`config.mk`:
```
export PLATFORM = sky130hd
export DESIGN_NAME = rx_addr_filter
export DESIGN_NICKNAME = d
export VERILOG_FILES = /design/src/rtl/rx_addr_filter_pkg.sv /design/src/rtl/rx_addr_filter_cfg.sv /design/src/rtl/rx_addr_filter_crc.sv /design/src/rtl/rx_addr_filter_track.sv /design/src/rtl/rx_addr_filter.sv
export SDC_FILE = /design/constraint.sdc
export NUM_CORES = 1
export LEC_CHECK = 0
export CORE_MARGIN = 4
export CORE_UTILIZATION = 60
export CTS_BUF_LIST = sky130_fd_sc_hd__clkbuf_8
export CTS_CLUSTER_DIAMETER = 80
export DETAILED_ROUTE_END_ITERATION = 12
export DONT_BUFFER_PORTS = 1
export PLACE_DENSITY = 0.82
export SYNTH_ARGS = -nofsm -noshare
export SYNTH_HDL_FRONTEND = slang
export SYNTH_SLANG_ARGS = --single-unit
```
`constraint.sdc`:
```
create_clock -name clk -period 4.13 [get_ports clk]
set_clock_uncertainty 0.15 [all_clocks]
set_input_delay 0 -clock clk [delete_from_list [all_inputs] [get_ports clk]]
set_output_delay 0 -clock clk [all_outputs]
set_load 0.005 [all_outputs]
```
`src/rtl/rx_addr_filter_pkg.sv`:
```
package rx_addr_filter_pkg;
  localparam int unsigned OCTET_W  = 8;
  localparam int unsigned CFG_W    = 32;
  localparam int unsigned CRC_W    = 32;
  localparam logic [CRC_W-1:0] CRC_POLY = 32'hEDB88320;

  typedef enum logic [2:0] {
    SEL_ADDR_LO = 3'd0,
    SEL_ADDR_HI = 3'd1,
    SEL_HASH_LO = 3'd2,
    SEL_HASH_HI = 3'd3,
    SEL_MODE    = 3'd4
  } cfg_sel_e;
endpackage

```
`src/rtl/rx_addr_filter_cfg.sv`:
```
module rx_addr_filter_cfg
  import rx_addr_filter_pkg::*;
#(
  parameter int unsigned ADDR_OCTETS = 6,
  parameter int unsigned HASH_BITS   = 64,
  localparam int unsigned STN_W      = ADDR_OCTETS * OCTET_W
) (
  input  logic                 clk,
  input  logic                 rst,
  input  logic                 wr_en,
  input  logic [2:0]           wr_sel,
  input  logic [CFG_W-1:0]     wr_data,
  output logic [STN_W-1:0]     station,   // octet k at [k*8 +: 8]
  output logic [HASH_BITS-1:0] hash_tbl,
  output logic                 promisc,
  output logic                 bcast_rej
);
  localparam int unsigned LO_OCTETS = 4;
  localparam int unsigned HI_OCTETS = ADDR_OCTETS - LO_OCTETS;
  localparam int unsigned HWORD     = HASH_BITS / 2;

  logic [OCTET_W-1:0] stn_q [ADDR_OCTETS];

  // low word: octets HI_OCTETS.. in descending bit order
  for (genvar j = 0; j < LO_OCTETS; j++) begin : g_lo
    always_ff @(posedge clk) begin
      if (rst)
        stn_q[HI_OCTETS+j] <= '0;
      else if (wr_en && wr_sel == SEL_ADDR_LO)
        stn_q[HI_OCTETS+j] <= wr_data[(LO_OCTETS-1-j)*OCTET_W +: OCTET_W];
    end
  end

  for (genvar j = 0; j < HI_OCTETS; j++) begin : g_hi
    always_ff @(posedge clk) begin
      if (rst)
        stn_q[j] <= '0;
      else if (wr_en && wr_sel == SEL_ADDR_HI)
        stn_q[j] <= wr_data[(HI_OCTETS-1-j)*OCTET_W +: OCTET_W];
    end
  end

  for (genvar k = 0; k < ADDR_OCTETS; k++) begin : g_pack
    assign station[k*OCTET_W +: OCTET_W] = stn_q[k];
  end

  always_ff @(posedge clk) begin
    if (rst) begin
      hash_tbl  <= '0;
      promisc   <= 1'b0;
      bcast_rej <= 1'b0;
    end else if (wr_en) begin
      case (cfg_sel_e'(wr_sel))
        SEL_HASH_LO: hash_tbl[HWORD-1:0]         <= wr_data[HWORD-1:0];
        SEL_HASH_HI: hash_tbl[HASH_BITS-1:HWORD] <= wr_data[HWORD-1:0];
        SEL_MODE: begin
          promisc   <= wr_data[0];
          bcast_rej <= wr_data[1];
        end
        default: ;
      endcase
    end
  end
endmodule

```
`src/rtl/rx_addr_filter_crc.sv`:
```
module rx_addr_filter_crc
  import rx_addr_filter_pkg::*;
(
  input  logic               clk,
  input  logic               rst,
  input  logic               start,
  input  logic               step,
  input  logic [OCTET_W-1:0] octet,
  output logic [CRC_W-1:0]   crc_next
);
  logic [CRC_W-1:0] crc_q;
  logic [CRC_W-1:0] chain [OCTET_W+1];

  assign chain[0] = (start ? {CRC_W{1'b1}} : crc_q) ^ {{(CRC_W-OCTET_W){1'b0}}, octet};

  for (genvar b = 0; b < OCTET_W; b++) begin : g_bit
    assign chain[b+1] = chain[b][0] ? ((chain[b] >> 1) ^ CRC_POLY) : (chain[b] >> 1);
  end

  assign crc_next = chain[OCTET_W];

  always_ff @(posedge clk) begin
    if (rst)       crc_q <= {CRC_W{1'b1}};
    else if (step) crc_q <= crc_next;
  end
endmodule

```
`src/rtl/rx_addr_filter_track.sv`:
```
module rx_addr_filter_track
  import rx_addr_filter_pkg::*;
#(
  parameter int unsigned ADDR_OCTETS = 6,
  localparam int unsigned STN_W      = ADDR_OCTETS * OCTET_W,
  localparam int unsigned POS_W      = $clog2(ADDR_OCTETS)
) (
  input  logic               clk,
  input  logic               rst,
  input  logic               octet_vld,
  input  logic               octet_sof,
  input  logic [OCTET_W-1:0] octet,
  input  logic [STN_W-1:0]   station,
  output logic               take,
  output logic               last,
  output logic               eq_next,
  output logic               bc_next,
  output logic               mc_next
);
  logic             active_q;
  logic [POS_W-1:0] pos_q;
  logic [POS_W-1:0] cur_pos;
  logic             eq_q, bc_q, mc_q;

  assign take    = octet_vld && (octet_sof || active_q);
  assign cur_pos = octet_sof ? '0 : pos_q;
  assign last    = take && (cur_pos == POS_W'(ADDR_OCTETS-1));
  assign eq_next = (octet_sof || eq_q) && (octet == station[cur_pos*OCTET_W +: OCTET_W]);
  assign bc_next = (octet_sof || bc_q) && (octet == {OCTET_W{1'b1}});
  assign mc_next = octet_sof ? octet[0] : mc_q;

  always_ff @(posedge clk) begin
    if (rst) begin
      active_q <= 1'b0;
      pos_q    <= '0;
      eq_q     <= 1'b0;
      bc_q     <= 1'b0;
      mc_q     <= 1'b0;
    end else if (take) begin
      active_q <= !last;
      pos_q    <= last ? '0 : cur_pos + 1'b1;
      eq_q     <= eq_next;
      bc_q     <= bc_next;
      mc_q     <= mc_next;
    end
  end

  p_pos_range_r9: assert property (@(posedge clk) disable iff (rst)
    active_q |-> (pos_q != '0 && pos_q < POS_W'(ADDR_OCTETS)));

  p_restart_r9: assert property (@(posedge clk) disable iff (rst)
    (octet_vld && octet_sof) |=> (active_q && pos_q == POS_W'(1)));
endmodule

```
`src/rtl/rx_addr_filter.sv`:
```
module rx_addr_filter
  import rx_addr_filter_pkg::*;
#(
  parameter int unsigned ADDR_OCTETS = 6,
  parameter int unsigned HASH_IDX_W  = 6,
  localparam int unsigned HASH_BITS  = 1 << HASH_IDX_W,
  localparam int unsigned STN_W      = ADDR_OCTETS * OCTET_W
) (
  input  logic        clk,
  input  logic        rst,
  input  logic        wr_en,
  input  logic [2:0]  wr_sel,
  input  logic [31:0] wr_data,
  input  logic        octet_vld,
  input  logic        octet_sof,
  input  logic [7:0]  octet,
  output logic        dec_valid,
  output logic        dec_accept
);
  logic [STN_W-1:0]      station;
  logic [HASH_BITS-1:0]  hash_tbl;
  logic                  promisc, bcast_rej;
  logic                  take, last, eq_next, bc_next, mc_next;
  logic [CRC_W-1:0]      crc_next;
  logic [HASH_IDX_W-1:0] hidx;
  logic                  accept_d;

  rx_addr_filter_cfg #(.ADDR_OCTETS(ADDR_OCTETS), .HASH_BITS(HASH_BITS)) u_cfg (
    .clk(clk), .rst(rst), .wr_en(wr_en), .wr_sel(wr_sel), .wr_data(wr_data),
    .station(station), .hash_tbl(hash_tbl), .promisc(promisc), .bcast_rej(bcast_rej)
  );

  rx_addr_filter_track #(.ADDR_OCTETS(ADDR_OCTETS)) u_track (
    .clk(clk), .rst(rst), .octet_vld(octet_vld), .octet_sof(octet_sof), .octet(octet),
    .station(station), .take(take), .last(last),
    .eq_next(eq_next), .bc_next(bc_next), .mc_next(mc_next)
  );

  rx_addr_filter_crc u_crc (
    .clk(clk), .rst(rst), .start(octet_sof), .step(take), .octet(octet),
    .crc_next(crc_next)
  );

  assign hidx = crc_next[CRC_W-1 -: HASH_IDX_W];

  always_comb begin
    if (promisc)      accept_d = 1'b1;
    else if (bc_next) accept_d = !bcast_rej;
    else if (mc_next) accept_d = hash_tbl[hidx];
    else              accept_d = eq_next;
  end

  always_ff @(posedge clk) begin
    if (rst) begin
      dec_valid  <= 1'b0;
      dec_accept <= 1'b0;
    end else begin
      dec_valid  <= last;
      dec_accept <= last && accept_d;
    end
  end

  p_single_pulse_r8: assert property (@(posedge clk) disable iff (rst)
    dec_valid |=> !dec_valid);

  p_promisc_accept_r5: assert property (@(posedge clk) disable iff (rst)
    (last && promisc) |=> (dec_valid && dec_accept));

  p_bcast_reject_r4: assert property (@(posedge clk) disable iff (rst)
    (last && bc_next && bcast_rej && !promisc) |=> (dec_valid && !dec_accept));

  p_accept_needs_valid_r8: assert property (@(posedge clk) disable iff (rst)
    dec_accept |-> dec_valid);
endmodule

```
# ---- Word level (Yosys, flattened, before mapping)
# Memories as Yosys holds them, arrays and structs flattened.
# Cells that the tools add are included.
dict set report totals {
  regBits 107
  ram_bits 48
  input_bits 48
  out_inout_bits 2
  mem_count 1
}
dict set report op_classes {
  addsub 1
  order_cmp 1
  eq_ne 7
  shift 1
  mux 31
  bitwise_logic 15
  n_reduce_logical 16
}
# name words word_bits read_ports rd_ports_with_merged_regs write_ports line
set mem_list {}
lappend mem_list {u_cfg.stn_q 6 8 6 0 6 rx_addr_filter_cfg.sv:22} ;# logic [OCTET_W-1:0] stn_q [ADDR_OCTETS];
# op count
set op_table {}
lappend op_table {{$mux W32} 9}
lappend op_table {{$not A13 Y14} 8}
lappend op_table {{$mux W8} 6}
lappend op_table {{$shiftx A48 B7 Y8} 1}
lappend op_table {{$xor A32 B8 Y32} 1}
lappend op_table {{$mux W1} 13}
lappend op_table {{$eq A8 B8 Y1} 1}
lappend op_table {{$eq A8 B8 Y1 const B} 1}
lappend op_table {{$logic_and A1 B1 Y1} 7}
lappend op_table {{$lt A6 B7 Y1 const B} 1}
lappend op_table {{$bmux W1 S6} 1}
lappend op_table {{$eq A3 B2 Y1 const B} 2}
lappend op_table {{$eq A3 B3 Y1 const B} 2}
lappend op_table {{$mux W3} 2}
lappend op_table {{$or A1 B1 Y1} 6}
lappend op_table {{$reduce_and A2 Y1} 3}
lappend op_table {{$add A3 B1 Y3 const B} 1}
lappend op_table {{$eq A3 B1 Y1 const B} 1}
lappend op_table {{$logic_not A3 Y1} 1}
lappend op_table {{$logic_or A1 B1 Y1} 3}
lappend op_table {{$logic_not A1 Y1} 2}

# ---- Depth between registers and ports, before layout
# Gate-level depths: netlist of the first run.
dict set report depth {
  word_depth 24
  mapped_depth 14
  mapped_depth_nobuf 11
}

# ---- By module
# A second synthesis of the first run with hierarchy kept.
dict set report unflattened {
  cells_unflattened 898
  area_unflattened_um2 9072.5
}
# mod n_inst cells_per_inst area_each_um2 seq_area_each_um2
set modules_own_cells {}
lappend modules_own_cells {rx_addr_filter_cfg 1 398 4760.8 2762.6}
lappend modules_own_cells {rx_addr_filter_crc 1 272 2462.4 640.6}
lappend modules_own_cells {rx_addr_filter_track 1 151 1099.8 140.1}
lappend modules_own_cells {rx_addr_filter 1 77 749.5 40.0}

# ---- Worst setup path after synthesis of the first run
# No wires, ideal clock.
dict set report synth_path {
  kind {register -> register}
  from {reg u_crc.crc_q[3]}
  to {reg dec_accept}
  setup_time_ns 0.133
  arrival_ns 3.089
  slack_ns 0.758
  stages_incl_launch_ff 12
  n_path_buf 1
  synth_period_minus_slack_ns 3.372
  path_cell_list {dfxtp_1 -> buf_2 -> xnor2_1 -> nor2_1 -> xnor3_2 -> xnor3_2 -> mux4_1 -> nor2_1 -> nor4_1 -> or4_1 -> nor4_1 -> nor4_1}
}
dict set report synth_between {
  elab_chain_cells 19
  word_cells_on_any_way 20
  cone_classes {mux (14); bitwise (5); reduce/logical (1)}
}
# element line
set synth_rtl {}
lappend synth_rtl {{start: declaration} rx_addr_filter_crc.sv:11} ;# logic [CRC_W-1:0] crc_q;
lappend synth_rtl {{start signal: assignment} rx_addr_filter_crc.sv:23} ;# if (rst) crc_q <= {CRC_W{1'b1}};
lappend synth_rtl {{start signal: assignment} rx_addr_filter_crc.sv:24} ;# else if (step) crc_q <= crc_next;
lappend synth_rtl {{$mux W32 *} rx_addr_filter_crc.sv:14} ;# assign chain[0] = (start ? {CRC_W{1'b1}} : crc_q) ^ {{(CRC_W-OCTET_W){1'b0}}, octet};
lappend synth_rtl {{$xor A32 B8 Y32 *} rx_addr_filter_crc.sv:14}
lappend synth_rtl {{$mux W32 * (4 in series)} rx_addr_filter_crc.sv:17} ;# assign chain[b+1] = chain[b][0] ? ((chain[b] >> 1) ^ CRC_POLY) : (chain[b] >> 1);
lappend synth_rtl {{$not A13 Y14 (no source line)} --}
lappend synth_rtl {{$mux W32 * (2 in series)} rx_addr_filter_crc.sv:17}
lappend synth_rtl {{$not A13 Y14 (no source line) or $mux W32 (tied branches)} --}
lappend synth_rtl {{$mux W32 *} rx_addr_filter_crc.sv:17}
lappend synth_rtl {{$not A13 Y14 (no source line)} --}
lappend synth_rtl {{$mux W32 *} rx_addr_filter_crc.sv:17}
lappend synth_rtl {{$bmux W1 S6 *} rx_addr_filter.sv:49} ;# else if (mc_next) accept_d = hash_tbl[hidx];
lappend synth_rtl {{$mux W1 (not written as such) *} rx_addr_filter.sv:49}
lappend synth_rtl {{$mux W1 *} rx_addr_filter.sv:49}
lappend synth_rtl {{$mux W1 *} rx_addr_filter.sv:48} ;# else if (bc_next) accept_d = !bcast_rej;
lappend synth_rtl {{$mux W1 *} rx_addr_filter.sv:47} ;# if (promisc) accept_d = 1'b1;
lappend synth_rtl {{$logic_and A1 B1 Y1 *} rx_addr_filter.sv:59} ;# dec_accept <= last && accept_d;
lappend synth_rtl {{end signal: assignment} rx_addr_filter.sv:59}
lappend synth_rtl {{end: declaration} rx_addr_filter.sv:18} ;# output logic dec_accept
# Every way passes the cells marked *; elsewhere a longest branch is shown, timed or not. The select of a mux whose other input is x is not followed.
# A chain may end at the register's enable or synchronous reset.

# ---- Worst setup path in the final report of the first run
dict set report layout_path {
  from {reg u_crc.crc_q[4]}
  to {reg dec_accept}
}
dict set report layout_between {
  elab_chain_cells 18
  word_cells_on_any_way 19
  cone_classes {mux (14); bitwise (4); reduce/logical (1)}
}
# element line
set layout_rtl {}
lappend layout_rtl {{$mux W32 *} rx_addr_filter_crc.sv:14}
lappend layout_rtl {{$xor A32 B8 Y32 *} rx_addr_filter_crc.sv:14}
lappend layout_rtl {{$mux W32 * (6 in series)} rx_addr_filter_crc.sv:17}
lappend layout_rtl {{$not A13 Y14 (no source line) or $mux W32 (tied branches)} --}
lappend layout_rtl {{$mux W32 *} rx_addr_filter_crc.sv:17}
lappend layout_rtl {{$not A13 Y14 (no source line) or $mux W32 (tied branches)} --}
lappend layout_rtl {{$mux W32 *} rx_addr_filter_crc.sv:17}
lappend layout_rtl {{$bmux W1 S6 *} rx_addr_filter.sv:49}
lappend layout_rtl {{$mux W1 (not written as such) *} rx_addr_filter.sv:49}
lappend layout_rtl {{$mux W1 *} rx_addr_filter.sv:49}
lappend layout_rtl {{$mux W1 *} rx_addr_filter.sv:48}
lappend layout_rtl {{$mux W1 *} rx_addr_filter.sv:47}
lappend layout_rtl {{$logic_and A1 B1 Y1 *} rx_addr_filter.sv:59}
# Marks and branches as above.

==> metrics.md, run 1 <==
| Metric | Value |
|---|---|
| EDFF count, synth | `48` |
| Largest net degree at the start of global routing | `about 110` |
| Worst slew margin | `0.387` |
| Synth async-reset ratio | `0` |
| Net Sw Power | `0.00124 W` |
| Die area | `14,800 µm²` |
| Final instance area | `8960 µm²` |
| Gate power share | `0.263` |
| Synth top area share | `0.276` |
| Critical path class | `reg -> reg` |
| Routability cong. | `0.848` |
| First drt pass iteration count | `5` |
| Area leader, netlist | `dfxtp_1` |
| Hold path cells | `5` |
| Critical Path RT | `4.31 ns` |
| Final Util | `0.710` |
| RSZ-0062 raised after global routing | `no` |
| Max VDD drop | `around 460 µV` |
| # clock sinks | `155` |
| CP Launch Type | `flop` |
| Core area | `12,600 µm²` |
| Hold Vio Cnt, Final | `0` |
| Final Max Slew Viols | `0` |
| Minimum clock period | `3.81 ns` |
| Synth Warn # | `0` |
| TritonCTS buffer count | `17` |
| Setup violators final | `0` |
| Mean Syn Cell Area | `8.89 µm²` |
| Root buf cell | `clkbuf_8` |
| CP endpoint kind | `flop` |
| Worst R2R Start | `u_crc.crc_q[4]$_SDFFE_PP1P_` |
| Maxcap violations | `0` |
| Leak Pwr | `3.27 nW` |
| Drt wl/cell | `19.3 µm` |
| DRT antenna net count | `0` |
| Seq/Total Area, Yosys | `0.462` |
| Internal power | `approximately 0.0028 W` |
| GR Util All Layers | `0.293` |
| Mapped Area | `7750 µm²` |
| Initial antenna violation count | `1` |
| Worst r2r dst | `dec_accept$_SDFF_PP0_` |
| Placement Setup Slack | `0.377 ns` |
| Die Ht | `122 µm` |
| DRC | `0` |
| FMAX | `0.263 GHz` |
| Worst-Margin Slew | `0.913 ns` |
| Commonest non-fill, non-tap cells in the layout | `nand2_1, dfxtp_1, a21oi_1` |
| DP Area | `7880 µm²` |
| Flops & latches, synth | `155` |
| Synth top area cells | `dfxtp_1, edfxtp_1, xnor2_1` |
| Clock latency on the worst-skew pair | `between 0.4 and 0.5 ns` |
| Total congestion overflow | `0` |
| Clk slew on worst S/H paths | `0.09 ns` |
| Synth cell types | `47` |
| Layout cells sized above 1 | `0.0725` |
| Die X | `122 µm` |
| PostCTS Resize Cnt | `0` |
| Vias in the first global route | `6,202` |
| FF-to-FF setup slack | `0.32 ns` |
| Hold EP | `u_crc.crc_q[25]$_SDFFE_PP1P_` |
| I/O pin count | `50` |
| Design Power | `0.00400 W` |
| Post-CTS setup buffer count | `0` |
| First DRT Iteration DRCs | `573` |
| Fin nets | `slightly below 1,000` |
| First-pass GRT wire length | `33.0 mm` |
| Pwr dens | `446 nW/µm²` |
| Sequential power share | `0.427` |
| Max FO, Critical Path | `11` |
| Final WL | `21.2 mm` |
| WP data arrival | `3.99 ns` |
| R2R depth | `10` |
| Fill count | `937` |
| Area delta synth->final | `15.6%` |
| CTS H-tree lvls | `4` |
| Hold wc startpoint | `octet[1]` |
| Post-DP HPWL | `13.4 mm` |
| Setup TNS | `0 ns` |
| Result of the run | `completed` |
| # hold bufs at CTS | `between 60 and 70` |
| Vias | `6,473` |
| Vias per inst | `5.90` |
| Main flop type after synthesis | `dfxtp_1` |
| Port Buf Inserts | `0` |
| Clock Power Share | `0.310` |
| Starting Density | `0.614` |
| Commonest non-fill, non-tap cell in the layout | `nand2_1` |
| HP Class | `in -> reg` |
| Final worst-path setup slack | `around 0.32 ns` |
| Max Root-Sink Buffers | `2` |
| Post-Syn Instances | `872` |
| Period Utilization, post-route | `0.922` |
| Rows | `41` |
| Synthesized net count | `922` |
| Switching power share of the total | `0.311` |
| CTS tree | `done` |
==> cells in the mapped netlist (5+ instances only) <==
master,n
nand2_1,169
dfxtp_1,107
a21oi_1,93
nor2_1,88
xnor2_1,76
clkbuf_1,51
and2_1,50
edfxtp_1,48
a211o_1,31
mux2i_1,29
nand3_1,17
xor2_1,17
nor3_1,11
nand4_1,9
a211oi_1,7
buf_2,7
o21ai_0,6
nand2b_1,5
==> flip-flops by register name (all words and copies together), names as in the netlist <==
name and cells:
dec_accept 1, dec_valid 1, u_cfg.bcast_rej 1, u_cfg.hash_tbl 64
u_cfg.promisc 1, u_cfg.stn_q 48, u_crc.crc_q 32, u_track.active_q 1
u_track.bc_q 1, u_track.eq_q 1, u_track.mc_q 1, u_track.pos_q 3
==> kinds of logic (layout without fill, tap and decap cells) <==
kind of cell               after synthesis  in the layout  share of synthesized area
and+or+nand+nor                        366            366                      0.208
DFF                                    155            155                      0.462
AOI/OAI and AO/OA                      148            148                      0.116
xor gates and xnor gates                97             97                      0.116
buffers and inverters                   66            118                     0.0347
muxes                                   38             38                     0.0592
adders and majority gates                2              2                    0.00323
other                                    0              1                          0
==> power by group through the flow <==
stage / clock network, W / logic (W) / registers (W)
final: 0.00124 / 0.00105 / 0.00171
after global routing: 0.00131 / 0.00113 / 0.00172
after CTS: 0.00124 / 0.00104 / 0.00171
after detailed placement: 0 / 0.000946 / 0.00174
after global placement: 0 / 0.000922 / 0.00174
after floorplan: 0 / 0.000777 / 0.00172
==> final cells by class <==
| class | count | area [µm²] | area share |
|---|---|---|---|
| Antenna cell | 1 | 2.50 | 0.000279 |
| Sequential cell | 155 | 3580 | 0.400 |
| Timing Repair Buffer | 83 | 806 | 0.0899 |
| Multi-Input combinational cell | 651 | 3920 | 0.437 |
| Clock buffer | 18 | 248 | 0.0276 |
| Tap cell | 172 | 215 | 0.0240 |
| Inverter | 3 | 11.3 | 0.00126 |
| Clock inverter | 14 | 181 | 0.0202 |
==> routing by layer <==
metal	wire (µm)	GRT usage
met5	0	0
met4	829	0.143
met3	2000	0.0970
met2	9970	0.461
met1	8400	0.363
==> worst max-delay path, stage by stage, from the launching register on <==
cell     delay [ns]
dfxtp_1        0.41
nor2_1         0.08
xnor2_1        0.32
xnor3_2        0.40
xnor3_2        0.63
mux4_1         0.61
nor2_1         0.11
nor4_1         0.06
or4_1          0.51
nor4_1         0.32
nor4_1         0.08
==> per-stage QoR <==
| step | cells | hold WS, ns |
|---|---|---|
| 6_report | 1097 | 0.0321 |
| 4_1_cts | 1096 | 0.00874 |
| 3_5_place_dp | 1002 | -0.0624 |
| 5_1_grt | 1097 | 0.0452 |
| 2_1_floorplan | 872 | -0.0140 |
| 3_3_place_gp | 1002 | -0.0636 |
==> worst max-delay path by stage <==
stage,to,cells after the start,from
2_1_floorplan,dec_accept$_SDFF_PP0_,11,u_crc.crc_q[3]$_SDFFE_PP1P_
5_1_grt,dec_accept$_SDFF_PP0_,10,u_crc.crc_q[4]$_SDFFE_PP1P_
6_report,dec_accept$_SDFF_PP0_,10,u_crc.crc_q[4]$_SDFFE_PP1P_
3_3_place_gp,dec_accept$_SDFF_PP0_,10,u_crc.crc_q[3]$_SDFFE_PP1P_
3_5_place_dp,dec_accept$_SDFF_PP0_,10,u_crc.crc_q[4]$_SDFFE_PP1P_
4_1_cts,dec_accept$_SDFF_PP0_,10,u_crc.crc_q[4]$_SDFFE_PP1P_
No activity file was read; power rests on OpenSTA's default activity.
==> run 2: changes to the inputs <==
Settings changed: GPL_TIMING_DRIVEN set to 1, REMOVE_ABC_BUFFERS set to 1.
==> metrics.md, run 2 (synthesized netlist as in run 1, its figures left out) <==
| Metric | Value |
|---|---|
| First drt pass iteration count | `6 (was 5)` |
| Vias in the first global route | `6,427 (was 6,202)` |
| HP Class | `in -> reg (unchanged)` |
| Clk slew on worst S/H paths | `0.08 ns (was 0.09 ns)` |
| Ant diodes | `0 (was 1)` |
| Final instance area | `9000 µm² (was 8960 µm²)` |
| Post-DP HPWL | `12.9 mm (was 13.4 mm)` |
| Worst-Margin Slew | `1.16 ns (was 0.913 ns)` |
| Result of the run | `completed (unchanged)` |
| Clock latency on the worst-skew pair | `0.45 ns (was 0.47 ns)` |
| Starting Density | `0.614 (unchanged)` |
| I/O pin count | `50 (unchanged)` |
| CTS tree | `done (unchanged)` |
| GR Util All Layers | `0.297 (was 0.293)` |
| Vias per inst | `5.98 (was 5.90)` |
| Setup TNS | `0 ns (unchanged)` |
| Die X | `122 µm (unchanged)` |
| RSZ-0062 raised after global routing | `no (unchanged)` |
| Total congestion overflow | `0 (unchanged)` |
| Final hold slack | `0.0104 ns (was 0.0321 ns)` |
| First DRT Iteration DRCs | `702 (was 573)` |
| Hold Vio Cnt, Final | `0 (unchanged)` |
| Fill count | `924 (was 937)` |
| Hold EP | `u_cfg.stn_q[0][41]$_SDFFCE_PN0P_ (was u_crc.crc_q[25]$_SDFFE_PP1P_)` |
| Routability cong. | `0.912 (was 0.848)` |
| Vias | `6,583 (was 6,473)` |
| Area delta synth->final | `16.0% (was 15.6%)` |
| Hold path cells | `2 (was 5)` |
| Max FO, Critical Path | `9 (was 11)` |
| Largest net degree at the start of global routing | `110 (was 112)` |
| WP data arrival | `3.94 ns (was 3.99 ns)` |
| Top Registers | `u_cfg.hash_tbl (64), u_cfg.stn_q (48), u_crc.crc_q (32) (unchanged)` |
| Area of the multi-input gates | `3920 µm² (unchanged)` |
| FMAX | `0.265 GHz (was 0.263 GHz)` |
| DRC | `0 (unchanged)` |
| CTS H-tree lvls | `4 (unchanged)` |
| Drt wl/cell | `19.4 µm (was 19.3 µm)` |
| Hold wc startpoint | `rst (was octet[1])` |
| Minimum clock period | `3.78 ns (was 3.81 ns)` |
| Critical Path RT | `4.30 ns (was 4.31 ns)` |
| Final WL | `21.3 mm (was 21.2 mm)` |
| # clock sinks | `155 (unchanged)` |
| Max Root-Sink Buffers | `2 (unchanged)` |
| Port Buf Inserts | `0 (unchanged)` |
| Initial antenna violation count | `0 (was 1)` |
| Rows | `41 (unchanged)` |
| FF/Latch Area | `3580 µm² (unchanged)` |
| TritonCTS buffer count | `17 (unchanged)` |
| Die Ht | `122 µm (unchanged)` |
| Fin nets | `966 (was 961)` |
| Critical path class | `reg -> reg (unchanged)` |
| Leak Pwr | `3.27 nW (about the same)` |
| Max FFs per register | `64 (unchanged)` |
| Die area | `14,800 µm² (unchanged)` |
| Commonest non-fill, non-tap cell in the layout | `nand2_1 (unchanged)` |
| CP endpoint kind | `flop (unchanged)` |
| Worst R2R Start | `u_crc.crc_q[3]$_SDFFE_PP1P_ (was u_crc.crc_q[4]$_SDFFE_PP1P_)` |
| Final Max Slew Viols | `0 (unchanged)` |
| First-pass GRT wire length | `33.6 mm (was 33.0 mm)` |
| Layout cells sized above 1 | `0.0678 (was 0.0725)` |
| Pwr dens | `438 nW/µm² (was 446 nW/µm²)` |
| Commonest non-fill, non-tap cells in the layout | `nand2_1, dfxtp_1, a21oi_1 (unchanged)` |
| CP Launch Type | `flop (unchanged)` |
| Core area | `12,600 µm² (unchanged)` |
| Worst slew margin | `0.224 (was 0.387)` |
| DP Area | `7880 µm² (about the same)` |
| Max VDD drop | `369 µV (was 459 µV)` |
| Reg with most FFs | `u_cfg.hash_tbl (unchanged)` |
| FF-to-FF setup slack | `0.35 ns (was 0.32 ns)` |
| Root buf cell | `clkbuf_8 (unchanged)` |
| PostCTS Resize Cnt | `0 (unchanged)` |
| Period Utilization, post-route | `0.914 (was 0.922)` |
| R2R depth | `10 (unchanged)` |
| Maxcap violations | `0 (unchanged)` |
| Setup violators final | `0 (unchanged)` |
| DRT antenna net count | `0 (unchanged)` |
| Worst r2r dst | `dec_accept$_SDFF_PP0_ (unchanged)` |
run 2: cell types whose count changed in the layout (fill, tap and decap cells not counted):
cell / delta
inv_8: -2
inv_6: -4
diode_2: -1
clkbuf_8: +2
buf_4: -1
inv_1: +2
buf_12: -1
clkinv_4: +1
clkinvlp_4: +1
dlygate4sd3_1: +7
run 2: area by class of cell:
type / count / area share
Inverter: 3 / 0.00125
Tap cell: 172 / 0.0239
Clock buffer: 20 / 0.0306
Timing Repair Buffer: 88 / 0.0943
Multi-Input combinational cell: 651 / 0.435
Sequential cell: 155 / 0.398
Clock inverter: 12 / 0.0164
run 2: report_power, final:
group          leakage, nW  switching [W]  internal (W)
registers             1.34      0.0000530       0.00166
logic                 1.72       0.000561      0.000463
clock network        0.215       0.000566      0.000641
run 2: per-stage QoR:
step           setup slack, ns  cells  power (W)   util
2_1_floorplan            0.361    809    0.00245      -
3_3_place_gp             0.547   1001    0.00265  0.624
3_5_place_dp             0.464   1001    0.00267  0.624
4_1_cts                  0.373   1101    0.00393  0.713
5_1_grt                  0.131   1101    0.00411  0.713
6_report                 0.353   1101    0.00394  0.713
run 2: worst max-delay path by stage:
stage	startpoint	end	slack, ns	cells after the start
2_1_floorplan	u_crc.crc_q[0]$_SDFFE_PP1P_	dec_accept$_SDFF_PP0_	0.36	10
3_3_place_gp	u_crc.crc_q[3]$_SDFFE_PP1P_	dec_accept$_SDFF_PP0_	0.55	10
3_5_place_dp	u_crc.crc_q[3]$_SDFFE_PP1P_	dec_accept$_SDFF_PP0_	0.46	10
4_1_cts	u_crc.crc_q[3]$_SDFFE_PP1P_	dec_accept$_SDFF_PP0_	0.37	10
5_1_grt	u_crc.crc_q[3]$_SDFFE_PP1P_	dec_accept$_SDFF_PP0_	0.13	10
6_report	u_crc.crc_q[3]$_SDFFE_PP1P_	dec_accept$_SDFF_PP0_	0.35	10
run 2: repair_timing:
item                       in CTS  in global routing
buffers inserted                0                  0
hold endpoints to repair      171                  0
setup endpoints to repair       0                  0
hold buffers                   68                  0
run 2: critical path, cell delays in order, from the launching register on:
cell and delay, ns:
dfxtp_1 0.50, xnor2_1 0.12, nor2_1 0.19, xnor3_2 0.45, xnor3_2 0.60, mux4_1 0.62
nor2_1 0.11, nor4_1 0.05, or4_1 0.51, nor4_1 0.27, nor4_1 0.07
run 2: layer usage:
metal	routed length, µm	GRT usage	part of all wire
met1	8400	0.375	0.39
met2	10400	0.492	0.49
met3	1870	0.0761	0.088
met4	714	0.112	0.033
met5	0	0	0
